File: config.mk
export PLATFORM = sky130hd
export DESIGN_NAME = ecc_regif
export DESIGN_NICKNAME = d
export VERILOG_FILES = /design/src/rtl/ecc_regif_pkg.sv /design/src/rtl/ecc_half_ctrl.sv /design/src/rtl/ecc_parity_bank.sv /design/src/rtl/ecc_regif.sv
export SDC_FILE = /design/constraint.sdc
export NUM_CORES = 1
export LEC_CHECK = 0
export ABC_AREA = 1
export BUFFER_PORTS_ARGS = -buffer_cell sky130_fd_sc_hd__buf_2
export CORE_UTILIZATION = 50
export CTS_CLUSTER_DIAMETER = 60
export DETAILED_ROUTE_END_ITERATION = 6
export PLACE_DENSITY = 0.81
export REMOVE_ABC_BUFFERS = 1
export SETUP_SLACK_MARGIN = 0.15
export SLEW_MARGIN = 5
export SYNTH_ARGS = -nofsm -noshare
export SYNTH_HDL_FRONTEND = slang
export SYNTH_HIERARCHICAL = 1
export SYNTH_SLANG_ARGS = --single-unit
File: constraint.sdc
create_clock -name clk -period 2.1 [get_ports clk]
set_input_delay 0.105 -clock clk [delete_from_list [all_inputs] [get_ports clk]]
set_output_delay 0.105 -clock clk [all_outputs]
set_load 0.03 [all_outputs]
File: src/rtl/ecc_regif_pkg.sv
package ecc_regif_pkg;
  localparam logic [11:0] OFS_ENC_CTL  = 12'h000;
  localparam logic [11:0] OFS_ENC_CFG  = 12'h004;
  localparam logic [11:0] OFS_ENC_SRC  = 12'h008;
  localparam logic [11:0] OFS_ENC_IDLE = 12'h00C;
  localparam logic [11:0] OFS_ENC_PAR  = 12'h010;
  localparam logic [11:0] OFS_ENC_IE   = 12'h080;
  localparam logic [11:0] OFS_ENC_IS   = 12'h084;
  localparam logic [11:0] OFS_DEC_CTL  = 12'h100;
  localparam logic [11:0] OFS_DEC_CFG  = 12'h104;
  localparam logic [11:0] OFS_DEC_IDLE = 12'h10C;
  localparam logic [11:0] OFS_DEC_MASK = 12'h124;
  localparam logic [11:0] OFS_DEC_IE   = 12'h200;
  localparam logic [11:0] OFS_DEC_IS   = 12'h204;

  // capability in bits for a 5-bit strength code
  function automatic logic [5:0] cap_bits(input logic [4:0] code);
    int c;
    c = int'(code);
    if (c <= 10)      return 6'(4 + 2 * c);
    else if (c <= 19) return 6'(24 + 4 * (c - 10));
    else              return 6'd4;
  endfunction
endpackage

File: src/rtl/ecc_half_ctrl.sv
module ecc_half_ctrl (
  input  logic clk,
  input  logic rst_n,
  input  logic en_wr,
  input  logic en_bit,
  input  logic ie_wr,
  input  logic ie_bit,
  input  logic sta_rd,
  input  logic done_i,
  input  logic done_ok_i,
  output logic en_o,
  output logic ie_o,
  output logic busy_o,
  output logic sta_o,
  output logic start_o
);
  logic start_ev, finish_ev, post_ev;

  assign start_ev  = en_wr && en_bit && !busy_o;
  assign finish_ev = done_i && busy_o;
  assign post_ev   = finish_ev && done_ok_i;

  always_ff @(posedge clk or negedge rst_n) begin
    if (!rst_n) begin
      en_o    <= 1'b0;
      ie_o    <= 1'b0;
      busy_o  <= 1'b0;
      sta_o   <= 1'b0;
      start_o <= 1'b0;
    end else begin
      if (en_wr) en_o <= en_bit;
      if (ie_wr) ie_o <= ie_bit;
      start_o <= start_ev;
      if (start_ev)       busy_o <= 1'b1;
      else if (finish_ev) busy_o <= 1'b0;
      if (post_ev)        sta_o <= 1'b1;
      else if (sta_rd)    sta_o <= 1'b0;
    end
  end

  // start pulse lasts one cycle and implies busy
  assert_start_single_R4: assert property (@(posedge clk) disable iff (!rst_n)
    start_o |=> !start_o);
  assert_start_busy_R4: assert property (@(posedge clk) disable iff (!rst_n)
    start_o |-> busy_o);
  // done while busy returns to idle
  assert_done_idle_R5: assert property (@(posedge clk) disable iff (!rst_n)
    (done_i && busy_o) |=> !busy_o);
  // read without done clears status
  assert_read_clear_R7: assert property (@(posedge clk) disable iff (!rst_n)
    (sta_rd && !done_i) |=> !sta_o);
  // no start while busy
  assert_no_restart_R10: assert property (@(posedge clk) disable iff (!rst_n)
    (busy_o && !done_i) |=> !start_o);
endmodule

File: src/rtl/ecc_parity_bank.sv
module ecc_parity_bank #(
  parameter int WORDS = 8,
  localparam int IW = (WORDS > 1) ? $clog2(WORDS) : 1
) (
  input  logic               clk,
  input  logic               rst_n,
  input  logic               cap,
  input  logic [WORDS*32-1:0] par_i,
  input  logic [IW-1:0]      sel,
  output logic [31:0]        word_o
);
  logic [31:0] store [WORDS];

  for (genvar g = 0; g < WORDS; g++) begin : g_word
    always_ff @(posedge clk or negedge rst_n) begin
      if (!rst_n)   store[g] <= '0;
      else if (cap) store[g] <= par_i[g*32 +: 32];
    end
  end

  assign word_o = (int'(sel) < WORDS) ? store[sel] : 32'd0;
endmodule

File: src/rtl/ecc_regif.sv
module ecc_regif
  import ecc_regif_pkg::*;
#(
  parameter int PAR_WORDS = 8,
  parameter int SECTORS   = 16
) (
  input  logic                   clk,
  input  logic                   rst_n,
  input  logic                   bus_wr,
  input  logic                   bus_rd,
  input  logic [11:0]            bus_addr,
  input  logic [31:0]            bus_wdata,
  output logic [31:0]            bus_rdata,
  output logic                   enc_start,
  input  logic                   enc_done,
  input  logic [PAR_WORDS*32-1:0] enc_parity,
  output logic [31:0]            enc_cfg,
  output logic [31:0]            enc_src_addr,
  output logic [5:0]             enc_tcap,
  output logic                   dec_start,
  input  logic                   dec_done,
  input  logic [SECTORS-1:0]     dec_sector_mask,
  output logic [31:0]            dec_cfg,
  output logic [5:0]             dec_tcap,
  output logic                   irq
);
  localparam int IW = (PAR_WORDS > 1) ? $clog2(PAR_WORDS) : 1;
  localparam int SW = (SECTORS > 1) ? $clog2(SECTORS) : 1;

  logic enc_en, enc_ie, enc_busy, enc_sta;
  logic dec_en, dec_ie, dec_busy, dec_sta;
  logic [SW-1:0] dec_last;
  logic dec_ok;
  logic enc_cap;
  logic [11:0] par_off;
  logic par_hit;
  logic [31:0] par_word;

  function automatic logic wr_at(input logic [11:0] a);
    return bus_wr && (bus_addr == a);
  endfunction

  // encoder half
  ecc_half_ctrl u_enc (
    .clk(clk), .rst_n(rst_n),
    .en_wr(wr_at(OFS_ENC_CTL)), .en_bit(bus_wdata[0]),
    .ie_wr(wr_at(OFS_ENC_IE)),  .ie_bit(bus_wdata[0]),
    .sta_rd(bus_rd && bus_addr == OFS_ENC_IS),
    .done_i(enc_done), .done_ok_i(1'b1),
    .en_o(enc_en), .ie_o(enc_ie), .busy_o(enc_busy), .sta_o(enc_sta),
    .start_o(enc_start));

  // decoder half: completion qualified by last-sector bit
  assign dec_ok = dec_sector_mask[dec_last];

  ecc_half_ctrl u_dec (
    .clk(clk), .rst_n(rst_n),
    .en_wr(wr_at(OFS_DEC_CTL)), .en_bit(bus_wdata[0]),
    .ie_wr(wr_at(OFS_DEC_IE)),  .ie_bit(bus_wdata[0]),
    .sta_rd(bus_rd && bus_addr == OFS_DEC_IS),
    .done_i(dec_done), .done_ok_i(dec_ok),
    .en_o(dec_en), .ie_o(dec_ie), .busy_o(dec_busy), .sta_o(dec_sta),
    .start_o(dec_start));

  always_ff @(posedge clk or negedge rst_n) begin
    if (!rst_n) begin
      enc_cfg      <= '0;
      enc_src_addr <= '0;
      dec_cfg      <= '0;
      dec_last     <= '0;
    end else begin
      if (wr_at(OFS_ENC_CFG)) enc_cfg      <= bus_wdata;
      if (wr_at(OFS_ENC_SRC)) enc_src_addr <= bus_wdata;
      if (wr_at(OFS_DEC_CFG)) dec_cfg      <= bus_wdata;
      if (wr_at(OFS_DEC_CTL)) dec_last     <= bus_wdata[4 +: SW];
    end
  end

  assign enc_tcap = cap_bits(enc_cfg[4:0]);
  assign dec_tcap = cap_bits(dec_cfg[4:0]);

  // parity window
  assign enc_cap = enc_done && enc_busy;
  assign par_off = bus_addr - OFS_ENC_PAR;
  assign par_hit = (bus_addr >= OFS_ENC_PAR) && (par_off[1:0] == 2'b00) &&
                   (int'(par_off[11:2]) < PAR_WORDS);

  ecc_parity_bank #(.WORDS(PAR_WORDS)) u_par (
    .clk(clk), .rst_n(rst_n), .cap(enc_cap), .par_i(enc_parity),
    .sel(par_off[2 +: IW]), .word_o(par_word));

  always_comb begin
    bus_rdata = 32'd0;
    case (bus_addr)
      OFS_ENC_CTL:  bus_rdata[0] = enc_en;
      OFS_ENC_CFG:  bus_rdata = enc_cfg;
      OFS_ENC_SRC:  bus_rdata = enc_src_addr;
      OFS_ENC_IDLE: bus_rdata[0] = !enc_busy;
      OFS_ENC_IE:   bus_rdata[0] = enc_ie;
      OFS_ENC_IS:   bus_rdata[0] = enc_sta;
      OFS_DEC_CTL: begin
        bus_rdata[0] = dec_en;
        bus_rdata[4 +: SW] = dec_last;
      end
      OFS_DEC_CFG:  bus_rdata = dec_cfg;
      OFS_DEC_IDLE: bus_rdata[0] = !dec_busy;
      OFS_DEC_MASK: bus_rdata[SECTORS-1:0] = dec_sector_mask;
      OFS_DEC_IE:   bus_rdata[0] = dec_ie;
      OFS_DEC_IS:   bus_rdata[0] = dec_sta;
      default:      if (par_hit) bus_rdata = par_word;
    endcase
  end

  assign irq = (enc_sta && enc_ie) || (dec_sta && dec_ie);

  // interrupt line follows enabled status across the two halves
  assert_irq_on_R8: assert property (@(posedge clk) disable iff (!rst_n)
    ((enc_sta && enc_ie) || (dec_sta && dec_ie)) |-> irq);
  assert_irq_off_R8: assert property (@(posedge clk) disable iff (!rst_n)
    (!(enc_sta && enc_ie) && !(dec_sta && dec_ie)) |-> !irq);
  // decoder status only rises when the last-sector bit was set
  assert_dec_qual_R6: assert property (@(posedge clk) disable iff (!rst_n)
    $rose(dec_sta) |-> $past(dec_done && dec_sector_mask[dec_last]));
  // capability is always in the legal 4..60 range and even
  assert_tcap_range_R2: assert property (@(posedge clk) disable iff (!rst_n)
    (enc_tcap >= 6'd4) && (enc_tcap <= 6'd60) && !enc_tcap[0]);
endmodule

# After elaboration in Yosys (flattened, before gate mapping)
# Cells that the tools add are included.
classes:
  n_addsub: 7
  multipliers: 0
  div_mod_pow: 0
  order_cmp: 8
  n_eq_ne: 11
  n_shift: 0
  n_mux: 23
  bitwise: 1
  n_reduce_logical: 32
op_table:
  columns: ["operator", "n"]
  rows:
  - ["$bmux 32 s3", 1]
  - ["$mux 32", 3]
  - ["$pmux 16 s4", 1]
  - ["$eq 12x9->1 const B", 4]
  - ["$pmux 8 s5", 1]
  - ["$eq 12x10->1 const B", 2]
  - ["$eq 12x4->1 const B", 2]
  - ["$eq 12x8->1 const B", 2]
  - ["$mux 6", 4]
  - ["$pmux 4 s6", 1]
  - ["$logic_and 1x1->1", 20]
  - ["$pmux 3 s5", 1]
  - ["$add 3x6->6 const A", 2]
  - ["$add 6x6->6 const A", 2]
  - ["$eq 12x3->1 const B", 1]
  - ["$ge 12x5->1 const B", 1]
  - ["$logic_not 12->1", 1]
  - ["$pmux 1 s12", 1]
  - ["$sub 12x5->12 const B", 1]
  - ["$le 5x4->1 const B", 2]
  - ["$le 5x5->1 const B", 2]
  - ["$lt 10x4->1 const B", 1]
  - ["$mux 1", 9]
  - ["$reduce_or 9->1", 1]
  - ["11 further kinds", 16]
totals:
  reg_bits: 366
  latch_bits: 0
  mem_bits_rw: 0
  mem_bits_ro: 0
  in_bits: 322
  mem_count: 0

# Longest topological paths before layout
logic_depth:
  ltp_word: 7
  mapped_depth: 12

# By module
# The synthesis kept the hierarchy.
by_module_without_submodules:
  columns: ["mod", "n_inst", "cells_per_inst", "area_each_um2"]
  rows:
  - ["ecc_parity_bank", 1, 1676, 12440.7]
  - ["ecc_regif", 1, 811, 6308.6]
  - ["ecc_half_ctrl", 2, 21, 195.2]

# Worst setup path before layout
# OpenSTA, ideal clock, no wires.
synth_timing:
  path_type: "reg2out"
  from: "reg enc_cfg[1]"
  to: "out enc_tcap[5]"
  t_arrival_ns: 2.120
  t_required_ns: 1.995
  setup_slack_ns: -0.125
  stages_incl_launch_ff: 6
  n_path_buf: 0
  cell_sequence: "dfrtp_1 -> inv_1 -> ha_1 -> inv_1 -> a31oi_1 -> o31ai_1"
synth_between:
  elab_chain_len: 4
  word_cells_on_any_way: 7
  cone_classes: "add/sub (3); order compare (2); mux (2)"
synth_rtl:
  columns: ["element", "line", "text"]
  rows:
  - ["start, declared", "ecc_regif.sv:17", "output logic [31:0] enc_cfg,"]
  - ["start signal, assigned", "ecc_regif.sv:72", "if (wr_at(OFS_ENC_CFG)) enc_cfg <= bus_wdata;"]
  - ["$sub 4x4->4", "ecc_regif_pkg.sv:21", "else if (c <= 19) return 6'(24 + 4 * (c - 10));"]
  - ["$add 6x6->6", "ecc_regif_pkg.sv:21", null]
  - ["$mux 6", "ecc_regif_pkg.sv:21", null]
  - ["$mux 6 (*)", "ecc_regif_pkg.sv:20", "if (c <= 10) return 6'(4 + 2 * c);"]
  - ["end, declared", "ecc_regif.sv:19", "output logic [5:0] enc_tcap,"]
# Mark *: on every way between the ends. The rest lies on a longest branch, timed or not.

# Worst setup path after layout
# Same ends and word-level chain as after synthesis.

==> impl_metrics.tcl <==
set metrics [dict create \
    path_clk_slew_ps 60 \
    rows 71 \
    grt.overflow.total 0 \
    layout_setup_ws_ps -99.4 \
    grt_util_met2_pct 64.6 \
    vias 22004 \
    fin_cells 3839 \
    synth-edff-count 0 \
    grt_antenna_before_repair 10 \
    finalNetCount 3619 \
    async_flop_share_pct 100 \
    drv_slew 0 \
    wl_per_cell_microns 21.1 \
    final_util_pct 72.8 \
    grt_pass1_wl_microns 118000 \
    fin_area_sq_mm 0.0274 \
    powerDensity_mw_per_mm2 602 \
    drc_errors 0 \
    start_kind "flip-flop" \
    fin_crit_ps 2200 \
    avgSynthCellArea_sq_um 7.57 \
    worst_pin_slew_ps 621 \
    seqPwrFrac_pct 43.0 \
    use_met1_pct 46.2 \
    internal_power_mw 12.5 \
    placed_cell_area_sq_mm 0.0220 \
    status "complete, but fails checks" \
    setup_violations 2 \
    fin_crit_sh_pct 105 \
    dieArea_sq_mm 0.0391 \
    synth_seq_cells 366 \
    synthCells 2529 \
    relSlewSlack_pct 58.6 \
    clock_skew_ps 27.6 \
    hold_class "in -> async" \
    cts_root_buf "clkbuf_16" \
    gr-usage-met3_pct 9.19 \
    dp_slack_ps -56.5 \
    cts.path.max_buffers 3 \
    drtAntennaViolNets 0 \
    ys_seq_area_share_pct 47.9 \
    p_comb_share_pct 10.2 \
    crit_fanout 2 \
    core_sq_mm 0.0377 \
    clock_latency_ps 580 \
    p_sw_share_pct 24.4 \
    regToRegSetupSlack_ps 230 \
    p_clk_share_pct 46.8 \
    grt_pass1_vias 21919 \
    violations "negative setup slack" \
    p_leak_nw 14.0 \
    fmax_mhz 455 \
    hold_ws_ps 46.2 \
    synthFlopType "dfrtp_1" \
    dp_cells 3430 \
    required_ps 2000 \
    synth.distinct_cells 40 \
    crit_type "reg -> out" \
    peakVddDrop_mv 0.614 \
    routed_wl_microns 81200 \
    switchingPower_mw 4.03 \
    dieWidth_microns 198 \
    h-tree-depth 2 \
    cts_buffers 43 \
    area_growth_pct 43.3 \
    gp_congestion 0.957 \
    die_h_microns 198 \
    drive_above_1_share_pct 25.4 \
    syn-cell-area_sq_mm 0.0191 \
    finalHoldViolCount 0 \
    drtPass1Iterations 7 \
    rsz0062_at_grt "true" \
    cts_tree "yes" \
    viasPerCell 5.73 \
    grt_max_degree 89 \
    dr.first_iter.drc_count 2456 \
    end_kind "output port" \
    grt_use_total_pct 39.5 \
    yosys_warnings 6 \
    max-cap-violations 0 \
    busiest_layer "met2" \
    hpwl_microns 45100 \
    power_mw 16.5 \
    cts.sinks 366 \
    start_util_pct 50.8 \
    fin_setup_tns_ps -139 \
    io-pin-count 465 \
    io_buffers 462 \
    critPathArrivalTime_ps 2090 \
]
==> logic make-up (layout without fill, tap and decap cells) <==
kind of cell / count (synthesis) / in the layout / synth area share [%]
and+or+nand+nor: 1185 / 1186 / 25.8
AOI/OAI and AO/OA: 459 / 459 / 13.2
adders and majority gates: 11 / 11 / 0.719
buffers and inverters: 496 / 1282 / 11.9
DFF: 366 / 366 / 47.9
other: 2 / 14 / 0.0392
xor gates and xnor gates: 10 / 10 / 0.458
==> placed cells by master (no fill, tap or decap), drive strengths merged <==
cell type      n
a31oi          3
buf          555
ha            11
bufinv         4
o31ai          3
clkbuf        65
o311ai         1
o21ai        420
nand3        174
xnor2          5
clkinv         7
and2           1
o211ai         2
inv          356
nand4         13
o221ai         2
nor4           1
a22o           1
o22ai          3
diode         11
xor2           5
dfrtp        366
conb           3
nor3           5
nand3b         1
clkinvlp       2
nor2          53
nand2        938
dlygate4sd3  293
a21oi         24
==> critical path: stages (launching register included) <==
cell and delay (ps):
dfrtp_1 390, inv_2 80, ha_4 180, xnor2_1 240
xor2_1 170, o31ai_2 260, buf_4 210
==> cell type report <==
cell class / instances / area (sq um)
fillers: 2499 / 10200
flip-flops and latches: 366 / 9170
multi-input cells: 1669 / 8220
repair buffers: 852 / 6580
inverters: 354 / 1370
clock buffers: 61 / 1240
well taps: 511 / 639
clock inverters: 15 / 198
diodes: 11 / 27.5
==> cells in the mapped netlist, drive strengths merged, types with 11 or more instances <==
cell | n | area share, %
a21oi | 24 | 0.63
buf | 104 | 4.2
clkbuf | 38 | 0.75
dfrtp | 366 | 48
ha | 11 | 0.72
inv | 354 | 7.0
nand2 | 938 | 19
nand3 | 174 | 4.8
nand4 | 13 | 0.42
nor2 | 52 | 1.5
o21ai | 420 | 12
==> power groups by stage <==
| stage | Clock, mW | Combinational (mW) | Sequential [mW] |
|---|---|---|---|
| after floorplan | 0 | 0.335 | 7.24 |
| after global placement | 0 | 1.11 | 7.23 |
| after detailed placement | 0 | 1.12 | 7.23 |
| after CTS | 7.73 | 1.57 | 7.10 |
| after global routing | 8.04 | 1.78 | 7.10 |
| final | 7.74 | 1.68 | 7.10 |
==> timing repair <==
action / in CTS / in global routing
buffers inserted: 18 / 9
hold buffers: 293 / 0
endpoints found under the hold margin: 732 / 0
pin swaps: 24 / 52
gates cloned: 2 / 0
endpoints found under the setup margin: 35 / 42
gates resized for setup: 109 / 134
==> worst paths after layout <==
path	startpoint	end	depth (start not counted)
setup / recovery	enc_cfg[1]$_DFFE_PN0P_	enc_tcap[5]	6
hold / removal	rst_n	u_par/store[199]$_DFFE_PN0P_	2
setup reg to reg	u_enc/busy_o$_DFFE_PN0P_	u_par/store[247]$_DFFE_PN0P_	5
hold reg to reg	enc_cfg[8]$_DFFE_PN0P_	enc_cfg[8]$_DFFE_PN0P_	2
max in group asynchronous	rst_n	dec_cfg[15]$_DFFE_PN0P_	3
min in group clk	bus_addr[7]	u_enc/ie_o$_DFFE_PN0P_	5
==> flip-flops by register name (all words and copies together) (netlist names) <==
register and count:
u_dec/sta_o 1, u_dec/start_o 1, u_enc/busy_o 1, u_enc/sta_o 1, dec_last 4, u_dec/busy_o 1, enc_src_addr 32, u_dec/en_o 1
dec_cfg 32, u_par/store 256, u_enc/ie_o 1, u_dec/ie_o 1, enc_cfg 32, u_enc/start_o 1, u_enc/en_o 1
==> layer usage <==
layer  share of wire, %  vias up
li1                   -     9398
met1                 35    10036
met2                 46     1948
met3                 11      618
met4                8.2        4
met5              0.037        -
(Power assumes the default switching activity.)
